$ cat config.mk
export PLATFORM = sky130hd
export DESIGN_NAME = tanimoto_engine
export DESIGN_NICKNAME = d
export VERILOG_FILES = /design/src/rtl/tani_pkg.sv /design/src/rtl/tani_popcnt.sv /design/src/rtl/tani_fetch.sv /design/src/rtl/tani_div.sv /design/src/rtl/tanimoto_engine.sv
export SDC_FILE = /design/constraint.sdc
export NUM_CORES = 1
export LEC_CHECK = 0
export ABC_CLOCK_PERIOD_IN_PS = 6700
export BUFFER_PORTS_ARGS = -buffer_cell sky130_fd_sc_hd__buf_2
export CAP_MARGIN = 20
export CORE_MARGIN = 2
export CORE_UTILIZATION = 32
export DETAILED_ROUTE_END_ITERATION = 16
export PLACE_DENSITY_LB_ADDON = 0.25
export SLEW_MARGIN = 20
export SYNTH_ARGS = -nofsm -noshare
export SYNTH_HDL_FRONTEND = slang
export SYNTH_SLANG_ARGS = --single-unit
$ cat constraint.sdc
create_clock -name clk_i -period 6.7 [get_ports clk_i]
set_input_delay 0.335 -clock clk_i [delete_from_list [all_inputs] [get_ports clk_i]]
set_output_delay 0.335 -clock clk_i [all_outputs]
set_load 0.01 [all_outputs]
$ cat src/rtl/tani_pkg.sv
package tani_pkg;
  typedef enum logic [2:0] {
    ST_PTR_A, ST_PTR_B, ST_FETCH, ST_DIV, ST_RESP
  } tani_state_e;
endpackage

$ cat src/rtl/tani_popcnt.sv
module tani_popcnt #(
  parameter int W  = 32,
  parameter int OW = $clog2(W + 1)
) (
  input  logic [W-1:0]  in_i,
  output logic [OW-1:0] cnt_o
);
  always_comb begin
    cnt_o = '0;
    for (int i = 0; i < W; i++) cnt_o = cnt_o + OW'(in_i[i]);
  end
endmodule

$ cat src/rtl/tani_fetch.sv
module tani_fetch #(
  parameter int AW    = 10,
  parameter int DW    = 32,
  parameter int WORDS = 32,
  parameter int CW    = $clog2(WORDS * DW + 1)
) (
  input  logic          clk_i,
  input  logic          rst_ni,
  input  logic          start_i,
  input  logic [AW-1:0] ptr_a_i,
  input  logic [AW-1:0] ptr_b_i,
  output logic          mem_en_o,
  output logic [AW-1:0] mem_addr_o,
  input  logic [DW-1:0] mem_rdata_i,
  output logic          done_o,
  output logic [CW-1:0] cnt_a_o,
  output logic [CW-1:0] cnt_b_o,
  output logic [CW-1:0] cnt_c_o
);
  localparam int RDS = 2 * WORDS;
  localparam int IW  = $clog2(RDS);
  localparam int PW  = $clog2(DW + 1);

  logic          active, rd_vld, rd_b, rd_last;
  logic [IW-1:0] idx;
  logic [DW-1:0] a_word;
  logic [DW-1:0] pc_in [2];
  logic [PW-1:0] pc_out [2];

  assign pc_in[0] = mem_rdata_i;
  assign pc_in[1] = mem_rdata_i & a_word;

  for (genvar g = 0; g < 2; g++) begin : g_pc
    tani_popcnt #(.W(DW)) u_pc (.in_i(pc_in[g]), .cnt_o(pc_out[g]));
  end

  assign mem_en_o   = active;
  assign mem_addr_o = (idx[0] ? ptr_b_i : ptr_a_i) + AW'(idx[IW-1:1]);

  always_ff @(posedge clk_i or negedge rst_ni) begin
    if (!rst_ni) begin
      active  <= 1'b0;
      idx     <= '0;
      rd_vld  <= 1'b0;
      rd_b    <= 1'b0;
      rd_last <= 1'b0;
      done_o  <= 1'b0;
      a_word  <= '0;
      cnt_a_o <= '0;
      cnt_b_o <= '0;
      cnt_c_o <= '0;
    end else begin
      rd_vld  <= active;
      rd_b    <= idx[0];
      rd_last <= active && (idx == IW'(RDS - 1));
      done_o  <= rd_vld && rd_last;
      if (start_i) begin
        active  <= 1'b1;
        idx     <= '0;
        cnt_a_o <= '0;
        cnt_b_o <= '0;
        cnt_c_o <= '0;
      end else if (active) begin
        idx <= idx + 1'b1;
        if (idx == IW'(RDS - 1)) active <= 1'b0;
      end
      if (rd_vld && !start_i) begin
        if (!rd_b) begin
          a_word  <= mem_rdata_i;
          cnt_a_o <= cnt_a_o + CW'(pc_out[0]);
        end else begin
          cnt_b_o <= cnt_b_o + CW'(pc_out[0]);
          cnt_c_o <= cnt_c_o + CW'(pc_out[1]);
        end
      end
    end
  end

  AST_AND_BOUND: assert property (@(posedge clk_i) disable iff (!rst_ni)
    (cnt_c_o <= cnt_a_o) && (cnt_c_o <= cnt_b_o)) else $error("AND count exceeds operand count");
endmodule

$ cat src/rtl/tani_div.sv
module tani_div #(
  parameter int CW = 11,
  parameter int QW = 16
) (
  input  logic          clk_i,
  input  logic          rst_ni,
  input  logic          start_i,
  input  logic [CW-1:0] num_i,
  input  logic [CW-1:0] den_i,
  output logic          done_o,
  output logic [QW-1:0] quo_o
);
  localparam int NW = CW + QW;
  localparam int SW = $clog2(QW);

  logic [NW-1:0] prod;
  logic [CW-1:0] rem, den_q, diff;
  logic [QW-1:0] low;
  logic [SW-1:0] step;
  logic [CW:0]   trial;
  logic          busy, take;

  // numerator scaled by 2^QW-1; top part is already below den since c <= den
  assign prod  = {num_i, {QW{1'b0}}} - NW'(num_i);
  assign trial = {rem, low[QW-1]};
  assign take  = trial >= {1'b0, den_q};
  assign diff  = trial[CW-1:0] - den_q;

  always_ff @(posedge clk_i or negedge rst_ni) begin
    if (!rst_ni) begin
      busy   <= 1'b0;
      done_o <= 1'b0;
      rem    <= '0;
      low    <= '0;
      den_q  <= '0;
      step   <= '0;
      quo_o  <= '0;
    end else begin
      done_o <= 1'b0;
      if (start_i) begin
        if (den_i == '0) begin
          quo_o  <= '1;
          done_o <= 1'b1;
        end else begin
          busy  <= 1'b1;
          rem   <= prod[NW-1:QW];
          low   <= prod[QW-1:0];
          den_q <= den_i;
          step  <= '0;
          quo_o <= '0;
        end
      end else if (busy) begin
        rem   <= take ? diff : trial[CW-1:0];
        quo_o <= {quo_o[QW-2:0], take};
        low   <= {low[QW-2:0], 1'b0};
        step  <= step + 1'b1;
        if (step == SW'(QW - 1)) begin
          busy   <= 1'b0;
          done_o <= 1'b1;
        end
      end
    end
  end

  AST_REM_BELOW_DEN: assert property (@(posedge clk_i) disable iff (!rst_ni)
    busy |-> (rem < den_q)) else $error("partial remainder not below divisor");
endmodule

$ cat src/rtl/tanimoto_engine.sv
module tanimoto_engine
  import tani_pkg::*;
#(
  parameter int AW    = 10,
  parameter int DW    = 32,
  parameter int WORDS = 32,
  parameter int QW    = 16
) (
  input  logic          clk_i,
  input  logic          rst_ni,
  input  logic          cmd_valid_i,
  output logic          cmd_ready_o,
  input  logic          cmd_ctrl_i,
  input  logic [AW-1:0] cmd_data_i,
  output logic          mem_en_o,
  output logic [AW-1:0] mem_addr_o,
  input  logic [DW-1:0] mem_rdata_i,
  output logic          res_valid_o,
  input  logic          res_ready_i,
  output logic [QW-1:0] res_data_o
);
  localparam int CW = $clog2(WORDS * DW + 1);

  tani_state_e   st;
  logic [AW-1:0] ptr_a, ptr_b;
  logic [CW-1:0] cnt_a, cnt_b, cnt_c, den;
  logic          fetch_start, fetch_done, div_start, div_done, ptr_hit;

  assign cmd_ready_o = (st == ST_PTR_A) || (st == ST_PTR_B);
  assign ptr_hit     = cmd_valid_i && cmd_ctrl_i;
  assign fetch_start = (st == ST_PTR_B) && ptr_hit;
  assign div_start   = (st == ST_FETCH) && fetch_done;
  assign den         = cnt_a + cnt_b - cnt_c;
  assign res_valid_o = (st == ST_RESP);

  always_ff @(posedge clk_i or negedge rst_ni) begin
    if (!rst_ni) begin
      st    <= ST_PTR_A;
      ptr_a <= '0;
      ptr_b <= '0;
    end else begin
      unique case (st)
        ST_PTR_A: if (ptr_hit) begin ptr_a <= cmd_data_i; st <= ST_PTR_B; end
        ST_PTR_B: if (ptr_hit) begin ptr_b <= cmd_data_i; st <= ST_FETCH; end
        ST_FETCH: if (fetch_done) st <= ST_DIV;
        ST_DIV:   if (div_done) st <= ST_RESP;
        ST_RESP:  if (res_ready_i) st <= ST_PTR_A;
        default:  st <= ST_PTR_A;
      endcase
    end
  end

  tani_fetch #(.AW(AW), .DW(DW), .WORDS(WORDS), .CW(CW)) u_fetch (
    .clk_i, .rst_ni,
    .start_i(fetch_start),
    .ptr_a_i(ptr_a),
    .ptr_b_i(ptr_b),
    .mem_en_o, .mem_addr_o, .mem_rdata_i,
    .done_o(fetch_done),
    .cnt_a_o(cnt_a), .cnt_b_o(cnt_b), .cnt_c_o(cnt_c)
  );

  tani_div #(.CW(CW), .QW(QW)) u_div (
    .clk_i, .rst_ni,
    .start_i(div_start),
    .num_i(cnt_c),
    .den_i(den),
    .done_o(div_done),
    .quo_o(res_data_o)
  );

  AST_RES_HOLD: assert property (@(posedge clk_i) disable iff (!rst_ni)
    (res_valid_o && !res_ready_i) |=> (res_valid_o && $stable(res_data_o))) else $error("result dropped");
  AST_NO_CMD_BUSY: assert property (@(posedge clk_i) disable iff (!rst_ni)
    (res_valid_o || mem_en_o) |-> !cmd_ready_o) else $error("command taken while busy");
  AST_DATA_DROP: assert property (@(posedge clk_i) disable iff (!rst_ni)
    ((st == ST_PTR_A) && cmd_valid_i && !cmd_ctrl_i) |=> ((st == ST_PTR_A) && !mem_en_o)) else $error("data word not dropped");
endmodule

---- After elaboration in Yosys (flattened, before gate mapping) ----
Cells that the tools add are included.
word-level totals
  bits in registers ....................... 159
  bits of input ports ..................... 47
  output and inout port bits .............. 29
operators by class
  add/sub/neg operators ................... 72
  magnitude comparators ................... 1
  equality and inequality tests ........... 12
  mux-type cells .......................... 42
  bitwise operators ....................... 3
  reductions and logical operators ........ 18
operators by type and width
  kind                 count
  $add 6x1->6          52
  $mux 11              13
  $mux 16              6
  $add 11x6->11        3
  $and 32x32->32       1
  $sub 27x11->27       1
  $sub 11x11->11       2
  $mux 3               5
  $pmux 3 s5           1
  $add 5x1->6          2
  $ge 12x11->1         1
  $mux 4               3
  $mux 6               2
  $add 11x11->11       1
  $logic_not 11->1     1
  $mux 1               11
  $add 10x5->10        1
  $add 4x1->5          2
  $mux 10              1
  $reduce_and 2->1     5
  $add 3x1->4          2
  $add 2x1->3          2
  $add 6x1->6 const B  1
  $eq 3x2->1 const B   2
  other kinds (15)     27

---- Longest topological paths before layout ----
  depth in word-level cells ............... 35
  mapped depth ............................ 22

---- Cells and area by module ----
From an unflattened synthesis, not the netlist that was laid out.
second synthesis, totals
  cell total of the unflattened synthesis .. 1151
  area, all modules ....................... 11258.3 um2
modules (own cells, without submodules)
  module           instances  cells each  area each (um2)  seq. area each (um2)
  tani_fetch       1          438         4429.2           1901.8
  tani_div         1          397         3570.9           1501.4
  tanimoto_engine  1          170         1741.7           575.6
  tani_popcnt      2          73          758.2            0.0

---- Worst setup path after synthesis ----
Ideal clock, no wire load.
  path kind ............................... input to register
  start point ............................. input port mem_rdata_i[0]
  end point ............................... register u_fetch.cnt_a_o[10]
  library setup time ...................... 0.132 ns
  arrival ................................. 5.523 ns
  data required time ...................... 6.568 ns
  setup slack ............................. 1.045 ns
  stages on the path ...................... 20
  buffers on the path ..................... 0
  cells stage by stage .................... inv_1 fa_1 fa_1 fa_1 fa_1 fa_1 fa_1 inv_1 ha_1 inv_1 fa_1 inv_1 fa_1 a21o_1 a21oi_1 o21bai_1 a21oi_1 and4b_1 xnor2_1 nor2_1
between the ends
  cells in the longest elaborated chain, start to end .. 34
ends and longest elaborated chain
  item                       line                   RTL
  from (decl)                tanimoto_engine.sv:17  input logic [DW-1:0] mem_rdata_i,
  $add 1x1->2                tani_popcnt.sv:10      for (int i = 0; i < W; i++) cnt_o = cnt_o + OW'(in_i[i]);
  $add 2x1->3                tani_popcnt.sv:10
  $add 3x1->4                tani_popcnt.sv:10
  $add 4x1->5                tani_popcnt.sv:10
  $add 5x1->6                tani_popcnt.sv:10
  $add 6x1->6 (26 in a row)  tani_popcnt.sv:10
  $add 11x6->11              tani_fetch.sv:70       cnt_a_o <= cnt_a_o + CW'(pc_out[0]);
  $mux 11                    tani_fetch.sv:68       if (!rd_b) begin
  $mux 11                    tani_fetch.sv:67       if (rd_vld && !start_i) begin
  to (signal assigned)       tani_fetch.sv:70
  to (decl)                  tani_fetch.sv:16       output logic [CW-1:0] cnt_a_o,
No other way between the ends.
A chain may end at the register's enable or synchronous reset.

---- Worst setup path in the final report ----
  start point ............................. register u_fetch.a_word[0]
  end point ............................... register u_fetch.cnt_c_o[10]
between the ends
  cells in the longest elaborated chain, start to end .. 35
ends and longest elaborated chain
  item                       line               RTL
  from (decl)                tani_fetch.sv:26   logic [DW-1:0] a_word;
  from (signal assigned)     tani_fetch.sv:69   a_word <= mem_rdata_i;
  $and 32x32->32             tani_fetch.sv:31   assign pc_in[1] = mem_rdata_i & a_word;
  $add 1x1->2                tani_popcnt.sv:10
  $add 2x1->3                tani_popcnt.sv:10
  $add 3x1->4                tani_popcnt.sv:10
  $add 4x1->5                tani_popcnt.sv:10
  $add 5x1->6                tani_popcnt.sv:10
  $add 6x1->6 (26 in a row)  tani_popcnt.sv:10
  $add 11x6->11              tani_fetch.sv:73   cnt_c_o <= cnt_c_o + CW'(pc_out[1]);
  $mux 11                    tani_fetch.sv:68
  $mux 11                    tani_fetch.sv:67
  to (signal assigned)       tani_fetch.sv:73
  to (decl)                  tani_fetch.sv:18   output logic [CW-1:0] cnt_c_o
No other way between the ends.

==> flow_summary.toml <==
[synthesis]
synth_edf_count = 0
ys_seq_elements = 159
synth_most_common_cell = "inv_1"
ys_warn_count = 0
syn_area_um2 = 11100
syn_nets = 1325
synth.area.top_cells = "dfrtp_1 (36%), fa_1 (12%), ha_1 (7.5%)"
synth_commonest_cells = "inv_1 (165), dfrtp_1 (159), nand2_1 (146)"
syn_inst = 1148
synth.avg_cell_area_um2 = 9.64
ys_seq_area_share_pct = 36.0
ys_types = 71
synth_top_area_share_pct = 36.0
ys.flop_type = "dfrtp_1"
synth_largest_area_cell = "dfrtp_1"
async_flop_share_pct = 100

[worst_hold_path]
hold_class = "in2async"

[sta]
rsz0062_at_grt = "no"
worst_hold_slack_ps = -9.96
post-route-min-period_ps = 5840
slew_headroom_pct = 36.2
timing_hold_violations_final = 5
setup_viol = 0
final.setup.tns_ps = 0
slew_violations = 0
skew_ps = 16.0
fin_crit_sh_pct = 87.1
worst_slew_pin_slew_ps = 953
max_freq_ghz = 0.171

[layout]
n_fill_cell = 3480
antenna_cells = 0
drive_gt1_share_pct = 13.1
area_growth_pct = 12.9
nets = 1380
final_core_util_pct = 36.4

[grt]
gr-total-overflow = 0
grt_pass1_wl_mm = 42.4
grt_max_degree = 94
antenna_found_initial = 0
grt_pass1_vias = 8285
groute.usage.overall_pct = 14.8

[clock_tree]
cts_sinks = 159
cts_tree = "built"
ctsResizeCount = 0
cts_max_level = 4
cts_setup_buffers = 0
clockRootBuffer = "clkbuf_16"
cts_buffers = 17
clk_path_buf_depth = 2
clkLatencyLatePin_ps = 460
hold_buffers = 0
clk_pin_slew_worst_paths_ps = 70

[placed_design]
port_buffers = 75
place_congestion = 0.782
dp_hpwl_mm = 18.6

[floorplanning]
die_h_um = 190
start_util_pct = 32.3
core_area_um2 = 34300
dieWidth_um = 190
dieArea_um2 = 36100
io_pins = 76
num_rows = 68

[flow_run]
maxCapViolCount = 0

[worst_setup_path]
rr_worst_depth = 17
crit_fanout = 4
crit_arrival_ps = 6220
cp.depth = 17
slowest_stage = "fa_1"
path_delay_family = "adder cells"
start_kind = "register"
crit_top_cell = "fa_1"
critPathRequiredTime_ps = 7090
worstSetupEndpointType = "register"
cpPeakStageDelay_ps = 600
path_buf_inv = 1
path_class = "reg2reg"
regToRegSetupSlack_ps = 860
path_cells = "nand2_1, fa_1, fa_1, fa_1, fa_1, fa_1, fa_1, inv_1, fa_1, fa_1, a21o_1, a21oi_1, o21bai_1, a21oi_1, o21bai_1, a31oi_1, a41o_1"

[outcome]
violations = "negative hold slack"
status = "finished with violations"

[drt]
avgViaCountPerCell = 4.74
antenna_left = 0
wire_per_inst_um = 15.0
first_pass_iters = 4
dr_total_vias = 7928
first_iter_violations = 365
drc = 0
routed_wl_mm = 25.0
## routing by layer
| layer | GRT usage, % | vias to the layer above | wire length, um |
|---|---|---|---|
| li1 | - | 3965 | - |
| met1 | 19.3 | 3866 | 11900 |
| met3 | 2.88 | 19 | 676 |
| met2 | 24.8 | 78 | 12100 |
| met5 | 0 | - | 0 |
| met4 | 4.41 | 0 | 361 |
## layout make-up
cell class | count | area, um2 | share of cell area, %
Clock buffer | 19 | 443 | 3.55
Clock inverter | 13 | 165 | 1.32
Inverter | 165 | 619 | 4.96
Multi-Input combinational cell | 778 | 6280 | 50.3
Sequential cell | 159 | 3980 | 31.9
Tap cell | 455 | 569 | 4.56
Timing Repair Buffer | 82 | 434 | 3.48
## per-stage QoR
step | hold slack, ps | std cells | area, um2 | setup WS (ps)
2_1_floorplan | 39.4 | 1148 | 11100 | 1050
3_3_place_gp | 452 | 1639 | 11900 | 694
3_5_place_dp | 462 | 1639 | 11900 | 591
4_1_cts | 15.8 | 1671 | 12500 | 783
5_1_grt | 61.1 | 1671 | 12500 | 569
6_report | -9.96 | 1671 | 12500 | 864
## worst paths after layout
| path | startpoint | endpoint |
|---|---|---|
| setup / recovery | u_fetch.a_word[0] | u_fetch.cnt_c_o[10] |
| max in group asynchronous | rst_ni | u_fetch.a_word[14] |
| hold reg to reg | u_fetch.a_word[4] | u_fetch.a_word[4] |
| hold / removal | rst_ni | st[2] |
| setup reg to reg | u_fetch.a_word[0] | u_fetch.cnt_c_o[10] |
| min in group clk_i | cmd_data_i[2] | ptr_b[2] |
## placed cells by master, fill, tap and decap left out, types with 5 or more instances in the layout
| cell type | instances |
|---|---|
| a211oi_1 | 6 |
| a21o_1 | 17 |
| a21oi_1 | 73 |
| a221o_1 | 7 |
| a221oi_1 | 6 |
| a31oi_1 | 12 |
| and2_1 | 11 |
| and3_1 | 5 |
| buf_2 | 74 |
| buf_4 | 7 |
| clkbuf_16 | 17 |
| dfrtp_1 | 159 |
| fa_1 | 64 |
| ha_1 | 66 |
| inv_1 | 165 |
| mux2_1 | 7 |
| mux2_2 | 25 |
| mux2i_1 | 34 |
| nand2_1 | 145 |
| nand3_1 | 12 |
| nand3b_1 | 6 |
| nand4_1 | 9 |
| nor2_1 | 47 |
| nor2b_1 | 9 |
| nor3_1 | 6 |
| nor4_1 | 9 |
| o21a_1 | 8 |
| o21ai_0 | 42 |
| o21bai_1 | 11 |
| or3_1 | 6 |
| xnor2_1 | 41 |
| xor2_1 | 19 |
## sequential cells by signal, summed over array words and instances (netlist names), 3 cells and up
name             count
u_fetch.a_word      32
u_div.low           16
u_div.quo_o         16
u_div.den_q         11
u_div.rem           11
u_fetch.cnt_a_o     11
u_fetch.cnt_b_o     11
u_fetch.cnt_c_o     11
ptr_a               10
ptr_b               10
u_fetch.idx          6
u_div.step           4
st                   3
## cell families (layout without fill, tap and decap cells)
group,after synthesis,count (layout),synth area share [%]
simple gates,291,291,12.5
compound gates,227,227,13.4
buf+inv,211,279,7.47
flops,159,159,36.0
fa+ha+maj,130,130,19.0
mux,70,70,6.87
xor+xnor,60,60,4.75
## worst reg2reg max path: stages, from the launching register on
cell and delay [ps]:
dfrtp_1 360, nand2_1 80, fa_1 600, fa_1 470
fa_1 530, fa_1 520, fa_1 510, fa_1 550
inv_1 60, fa_1 450, fa_1 410, a21o_1 190
a21oi_1 250, o21bai_1 100, a21oi_1 230, o21bai_1 160
a31oi_1 190, a41o_1 110
Power is not shown: default switching activity piles up to over one toggle a cycle in this logic, so the estimate is an artifact.
